$ cat src/rtl/xpl_pkg.sv
package xpl_pkg;
  typedef enum logic [1:0] {ST_IDLE, ST_FETCH, ST_WRITE} xpl_state_e;
  typedef enum logic [1:0] {F_NONE, F_IMPL, F_EXPL, F_POST} xpl_form_e;

  localparam logic [15:0] OP_IMPLIED   = 16'h95D8;
  localparam logic [6:0]  OP_EXT_HEAD  = 7'b1001000;
  localparam logic [3:0]  OP_EXPL_TAIL = 4'b0110;
  localparam logic [3:0]  OP_POST_TAIL = 4'b0111;
endpackage

$ cat src/rtl/xpl_decode.sv
module xpl_decode
  import xpl_pkg::*;
#(
  parameter int REG_AW = 5
) (
  input  logic [15:0]       insn,
  output xpl_form_e         form,
  output logic [REG_AW-1:0] rd
);
  always_comb begin
    form = F_NONE;
    rd   = '0;
    if (insn == OP_IMPLIED) begin
      form = F_IMPL;
    end else if (insn[15:9] == OP_EXT_HEAD) begin
      rd = REG_AW'(insn[8:4]);
      if (insn[3:0] == OP_EXPL_TAIL)      form = F_EXPL;
      else if (insn[3:0] == OP_POST_TAIL) form = F_POST;
    end
  end
endmodule

$ cat src/rtl/xpl_byte_sel.sv
module xpl_byte_sel #(
  parameter int WORD_W = 16,
  localparam int BYTE_W = WORD_W / 2
) (
  input  logic [WORD_W-1:0] word,
  input  logic              hi,
  output logic [BYTE_W-1:0] byte_o
);
  assign byte_o = hi ? word[WORD_W-1:BYTE_W] : word[BYTE_W-1:0];
endmodule

$ cat src/rtl/xpl_addr_inc.sv
module xpl_addr_inc #(
  parameter int W = 24
) (
  input  logic [W-1:0] a,
  output logic [W-1:0] y
);
  assign y = a + W'(1);
endmodule

$ cat src/rtl/xpm_byte_loader.sv
module xpm_byte_loader
  import xpl_pkg::*;
#(
  parameter int PAGE_W = 8,
  parameter int PTR_W  = 16,
  parameter int WORD_W = 16,
  parameter int REG_AW = 5,
  localparam int ADDR_W = PAGE_W + PTR_W,
  localparam int MEM_AW = ADDR_W - 1,
  localparam int BYTE_W = WORD_W / 2
) (
  input  logic              clk,
  input  logic              rst,
  input  logic              insn_valid,
  output logic              insn_ready,
  input  logic [15:0]       insn,
  input  logic [PAGE_W-1:0] page_in,
  input  logic [PTR_W-1:0]  ptr_in,
  output logic              mem_rd_en,
  output logic [MEM_AW-1:0] mem_addr,
  input  logic [WORD_W-1:0] mem_rdata,
  output logic              rf_we,
  output logic [REG_AW-1:0] rf_waddr,
  output logic [BYTE_W-1:0] rf_wdata,
  output logic              adr_we,
  output logic [PAGE_W-1:0] page_out,
  output logic [PTR_W-1:0]  ptr_out,
  output logic              pc_adv,
  output logic              undef_flag
);
  localparam logic [REG_AW-1:0] PTR_LO_REG = REG_AW'((1 << REG_AW) - 2);

  xpl_state_e        state_q;
  xpl_form_e         form_q, dec_form;
  logic [REG_AW-1:0] rd_q, dec_rd;
  logic [ADDR_W-1:0] addr_q, addr_nx;
  logic              take;

  xpl_decode #(.REG_AW(REG_AW)) u_dec (
    .insn(insn), .form(dec_form), .rd(dec_rd)
  );

  xpl_byte_sel #(.WORD_W(WORD_W)) u_sel (
    .word(mem_rdata), .hi(addr_q[0]), .byte_o(rf_wdata)
  );

  xpl_addr_inc #(.W(ADDR_W)) u_inc (
    .a(addr_q), .y(addr_nx)
  );

  assign insn_ready = (state_q == ST_IDLE);
  assign take       = insn_valid && insn_ready && (dec_form != F_NONE);

  always_ff @(posedge clk) begin
    if (rst) begin
      state_q <= ST_IDLE;
      form_q  <= F_NONE;
      rd_q    <= '0;
      addr_q  <= '0;
    end else begin
      unique case (state_q)
        ST_IDLE: if (take) begin
          state_q <= ST_FETCH;
          form_q  <= dec_form;
          rd_q    <= (dec_form == F_IMPL) ? '0 : dec_rd;
          addr_q  <= {page_in, ptr_in};
        end
        ST_FETCH: state_q <= ST_WRITE;
        ST_WRITE: state_q <= ST_IDLE;
        default:  state_q <= ST_IDLE;
      endcase
    end
  end

  assign mem_rd_en  = (state_q == ST_FETCH);
  assign mem_addr   = addr_q[ADDR_W-1:1];
  assign rf_we      = (state_q == ST_WRITE);
  assign rf_waddr   = rd_q;
  assign pc_adv     = rf_we;
  assign adr_we     = rf_we && (form_q == F_POST);
  assign {page_out, ptr_out} = addr_nx;
  assign undef_flag = adr_we && (rd_q >= PTR_LO_REG);
endmodule

$ cat config.mk
export PLATFORM = sky130hd
export DESIGN_NAME = xpm_byte_loader
export DESIGN_NICKNAME = d
export VERILOG_FILES = /design/src/rtl/xpl_pkg.sv /design/src/rtl/xpl_decode.sv /design/src/rtl/xpl_byte_sel.sv /design/src/rtl/xpl_addr_inc.sv /design/src/rtl/xpm_byte_loader.sv
export SDC_FILE = /design/constraint.sdc
export NUM_CORES = 1
export LEC_CHECK = 0
export ABC_AREA = 1
export BUFFER_PORTS_ARGS = -buffer_cell sky130_fd_sc_hd__buf_2
export CAP_MARGIN = 15
export CORE_ASPECT_RATIO = 0.6
export CORE_MARGIN = 10
export CORE_UTILIZATION = 30
export CTS_CLUSTER_DIAMETER = 120
export CTS_CLUSTER_SIZE = 12
export DETAILED_ROUTE_END_ITERATION = 10
export GPL_ROUTABILITY_DRIVEN = 0
export PLACE_DENSITY = 0.63
export SYNTH_ARGS = -nofsm -noshare
export SYNTH_HDL_FRONTEND = slang
export SYNTH_HIERARCHICAL = 1
export SYNTH_SLANG_ARGS = --single-unit
$ cat constraint.sdc
create_clock -name clk -period 1.5 [get_ports clk]
set_input_delay 0.225 -clock clk [delete_from_list [all_inputs] [get_ports clk]]
set_output_delay 0.225 -clock clk [all_outputs]
set_load 0.02 [all_outputs]
=== Word-level counts from Yosys, hierarchy flattened ===
Cells that the tools add are included.

* Eq/ne operators: 9
* Magnitude comparators: 1
* Muxes and demuxes: 10
* Add/sub/neg operators: 1
* Reductions and logical operators: 7

{| class="wikitable"
|+ Operators with widths
! cell !! count
|-
| adder 24 x 1 -> 24 bit, second input constant || 1
|-
| == test 16 bit, second input constant || 1
|-
| two-way mux 5 bit || 3
|-
| two-way mux 2 bit || 5
|-
| == test 4 x 3 -> 1 bit, second input constant || 2
|-
| two-way mux 8 bit || 1
|-
| == test 7 bit, second input constant || 1
|-
| >= comparator 5 bit, second input constant || 1
|-
| == test 2 x 1 -> 1 bit, second input constant || 2
|-
| == test 2 bit, second input constant || 2
|-
| logical AND 1 bit || 4
|-
| one-hot mux 2 bit (2 select lines) || 1
|-
| zero test 2 bit || 1
|-
| != test 2 x 1 -> 1 bit, second input constant || 1
|-
| AND reduction 2 bit || 1
|-
| nonzero test 2 bit || 1
|}

* Input port bits: 59
* Flip-flop bits (word level): 33
* Output and inout port bits: 66
* Logic and storage cells: 32

=== Depth between registers and ports, before layout ===
* Depth in word-level cells: 9
* Mapped depth: 13
* Gate-level depth less buffers: 12

=== Modules after synthesis ===
The synthesis kept the hierarchy.

{| class="wikitable"
|+ Modules (own cells, without submodules)
! module !! cells an instance !! seq. area each (sq um) !! times used !! area each (sq um)
|-
| xpm_byte_loader || 250 || 660.6 || 1 || 1,629.1
|-
| xpl_addr_inc || 121 || 0.0 || 1 || 716.9
|-
| xpl_decode || 41 || 0.0 || 1 || 196.4
|-
| xpl_byte_sel || 26 || 0.0 || 1 || 105.1
|}

=== Worst setup path after synthesis ===
OpenSTA, ideal clock, no wires.

* Kind: register to output
* From: register state_q[1]
* To: output undef_flag
* Setup slack: -143 ps
* Cell stages (with the launch flop): 5
* Required time: 1,275 ps
* Data arrival time: 1,418 ps
* Buffers on the path: 0
* Path through: dfxtp_1 > inv_1 > nor2_1 > nand3_1 > nor3_1

* Cells in the longest elaborated chain, start to end: 3

{| class="wikitable"
|+ RTL lines
! what !! line !! text
|-
| start: declaration || xpm_byte_loader.sv:33 || <nowiki>xpl_state_e state_q;</nowiki>
|-
| start signal: assignment || xpm_byte_loader.sv:56 || <nowiki>state_q <= ST_IDLE;</nowiki>
|-
| start signal: assignment || xpm_byte_loader.sv:63 || <nowiki>state_q <= ST_FETCH;</nowiki>
|-
| start signal: assignment || xpm_byte_loader.sv:68 || <nowiki>ST_FETCH: state_q <= ST_WRITE;</nowiki>
|-
| == test 2 bit || xpm_byte_loader.sv:77 || <nowiki>assign rf_we = (state_q == ST_WRITE);</nowiki>
|-
| named net pc_adv || xpm_byte_loader.sv:28 || <nowiki>output logic pc_adv,</nowiki>
|-
| logical AND 1 bit || xpm_byte_loader.sv:80 || <nowiki>assign adr_we = rf_we && (form_q == F_POST);</nowiki>
|-
| logical AND 1 bit || xpm_byte_loader.sv:82 || <nowiki>assign undef_flag = adr_we && (rd_q >= PTR_LO_REG);</nowiki>
|-
| end: declaration || xpm_byte_loader.sv:29 || <nowiki>output logic undef_flag</nowiki>
|}

The timed path passes the listed nets, and every way through them passes these cells.

=== Worst setup path after layout ===
* From: register addr_q[0]
* To: output page_out[1]

* Cells in the longest elaborated chain, start to end: 1

{| class="wikitable"
|+ RTL lines
! what !! line !! text
|-
| start: declaration || xpm_byte_loader.sv:36 || <nowiki>logic [ADDR_W-1:0] addr_q, addr_nx;</nowiki>
|-
| start signal: assignment || xpm_byte_loader.sv:66 || <nowiki>addr_q <= {page_in, ptr_in};</nowiki>
|-
| adder 24 x 1 -> 24 bit || xpl_addr_inc.sv:7 || <nowiki>assign y = a + W'(1);</nowiki>
|-
| end: declaration || xpm_byte_loader.sv:26 || <nowiki>output logic [PAGE_W-1:0] page_out,</nowiki>
|}

Every way passes these cells.

==> results.json <==
{
  "required_ns": 1.27,
  "use_met3_pct": 4.64,
  "path_buf_inv": 3,
  "grt_max_degree": 37,
  "violations": "setup timing",
  "slowest_stage": "dfxtp_4",
  "rsz0062_at_grt": "true",
  "drc": 0,
  "cts.sinks": 33,
  "ir_worst_vdd_v": 0.000344,
  "hold_path.class": "in2reg",
  "num_rows": 26,
  "crit_top_cell": "nand2_1",
  "synth.distinct_cells": 23,
  "vias": 2899,
  "finalWorstSetupSlack_ns": -0.312,
  "area_growth_pct": 53.1,
  "outcome": "finished, violations left",
  "cts.path.max_buffers": 2,
  "post-route-period-util_pct": 121,
  "critPathMaxFanout": 4,
  "crit_chain": "buf_4 -> inv_2 -> nor2_8 -> nand2_8 -> nor2_4 -> nand2_1 -> nand2_1 -> nand2_2 -> buf_6",
  "drive_gt1_share_pct": 44.9,
  "grt-busiest-layer": "met2",
  "slew_headroom_pct": 74.9,
  "place.port_buffers": 124,
  "whs_ns": 0.138,
  "hold_buffers": 0,
  "n_antenna_cell": 0,
  "hold_violations": 0,
  "synth_most_common_cell": "nand2_1",
  "synth_warnings": 6,
  "dp_hpwl_mm": 7.02,
  "antenna_found_initial": 0,
  "numCtsBuffers": 5,
  "synth_seq_cells": 33,
  "dp_worst_setup_slack_ns": -0.0800,
  "vias_per_cell": 4.17,
  "synth_ff_type": "dfxtp_1",
  "grt_pass1_wl_mm": 13.6,
  "clk_pin_slew_ns": 0.05,
  "postRouteAntennaNets": 0,
  "synth.top_cells.by_count": "143 x nand2_1, 88 x nor2_1, 65 x inv_1",
  "core_area_mm2": 0.00856,
  "initial_core_util_pct": 30.9,
  "htreeDepth": 2,
  "max_stage_delay_ns": 0.36,
  "synthTopCellsByArea": "dfxtp_1 25%, nand2_1 20%, nor2_1 12%, inv_1 9.2%, buf_4 7.1%",
  "synthArstFlopShare_pct": 0,
  "setup_violations": 22,
  "synth_top_area_cell": "dfxtp_1",
  "grtUsageMet1_pct": 16.0,
  "worst_setup_path_end_kind": "output pin",
  "grtUsageMet2_pct": 19.3,
  "synth_enable_flop_cells": 0,
  "finalCoreUtilization_pct": 47.4,
  "synthesis.nets": 498,
  "io_pins": 125,
  "wl_per_cell_um": 12.3,
  "syn-instance-count": 438,
  "dr.pass1.iters": 4,
  "die_w_um": 141,
  "tritoncts": "yes",
  "synth_area_mm2": 0.00265,
  "grt_usage_pct": 12.3,
  "maxCapViolations": 0,
  "cts-root-buf": "clkbuf_16",
  "grt_pass1_vias": 2833,
  "layout.nets": 642,
  "p_leak_nw": 2.39,
  "die_area_mm2": 0.0131,
  "tightest_slew_ns": 0.376,
  "skew_ns": 0.00388,
  "overflow": 0,
  "period_minus_slack_ns": 1.81,
  "postSynthAreaPerCell_um2": 6.04,
  "crit_path_start_kind": "register",
  "seq_area_frac_synth_pct": 25.0,
  "finalMaxSlewViolations": 0,
  "arrival_ns": 1.59,
  "path_delay_family": "simple AND/OR/NAND/NOR gates",
  "timing.fmax_mhz": 552,
  "clkLatencyLatePin_ns": 0.27,
  "powerDensity_mw_per_mm2": 522,
  "drtIter0Drc": 135,
  "die_h_um": 92.8,
  "wl_mm": 8.58,
  "yosysTopAreaCellShare_pct": 25.0,
  "critPathKind": "reg2out"
}
final timing paths:
| check | slack (ns) | startpoint | end | cells after the start |
|---|---|---|---|---|
| hold reg to reg | 0.44 | state_q[1]$_SDFFE_PP0P_ | state_q[1]$_SDFFE_PP0P_ | 1 |
| setup / recovery | -0.31 | addr_q[0]$_SDFFE_PP0P_ | page_out[1] | 9 |
| setup reg to reg | 0.25 | state_q[1]$_SDFFE_PP0P_ | addr_q[22]$_SDFFE_PP0P_ | 7 |
| hold / removal | 0.14 | rst | state_q[1]$_SDFFE_PP0P_ | 2 |
power breakdown:
group	switching, W	internal [W]	leakage, nW
clock	0.000374	0.000703	0.0799
sequential	0.000000911	0.000869	0.275
combinational	0.0000910	0.0000802	2.04
total	0.000465	0.00165	2.39
final cells by class:
class / count / area [µm²]
inverter: 68 / 258
timing repair buffer: 171 / 1140
clock inverter: 1 / 5.00
fill: 887 / 4500
tap: 112 / 140
multi-input combinational: 303 / 1670
clock buffer: 7 / 153
sequential: 33 / 692
logic make-up after synthesis:
kind of cell  share of synthesized area (%)
buf+inv                                19.4
fa+ha+maj                             0.473
flops                                  25.0
xor+xnor                               4.92
simple gates                           50.3
worst register-to-register path, cell delays in order (launching register included):
cell	delay [ns]
dfxtp_4	0.35
buf_4	0.14
nor2_4	0.13
nand3_4	0.11
buf_12	0.18
nand2_1	0.08
nand2_1	0.05
nor2_1	0.13
layout by cell type (no fill, tap or decap), types with 2 or more instances in the layout:
master	n
nand2_2	11
dfxtp_2	10
nor2_4	12
nand3_2	2
clkbuf_8	2
dfxtp_1	18
xor2_2	8
buf_12	2
clkbuf_16	5
buf_4	45
buf_2	102
nor2_8	3
dfxtp_4	5
xnor2_2	4
inv_2	4
nand2_4	5
nand3b_1	7
nand4_1	3
buf_6	22
inv_1	63
nand2_1	136
nor2_1	84
nand3_1	7
nor2_2	13
metal layers:
metal | up-vias | share of wire [%]
met5 | - | 0
met1 | 1278 | 49
met2 | 80 | 44
met4 | 0 | 0.27
li1 | 1535 | -
met3 | 6 | 6.9
metrics by stage:
step	power [W]	cell area (µm²)	cells	setup TNS (ns)
6_report	0.00212	4050	695	-5.05
5_1_grt	0.00221	4050	695	-6.57
4_1_cts	0.00216	3840	690	-5.52
2_1_floorplan	0.000964	2690	438	-0.00312
3_3_place_gp	0.00106	3510	679	-0.215
3_5_place_dp	0.00107	3510	679	-1.01
sequential cells by signal, indices dropped and copies added (netlist names):
register / flops
addr_q: 24
form_q: 2
rf_waddr: 5
state_q: 2
what timing repair did:
| action | 4_1_cts | 5_1_grt |
|---|---|---|
| endpoints found under the setup margin | 23 | 23 |
| pin swaps | 11 | 27 |
| resized for setup | 50 | 47 |
| setup buffers | 3 | 6 |
No activity file was read; power rests on OpenSTA's default activity.
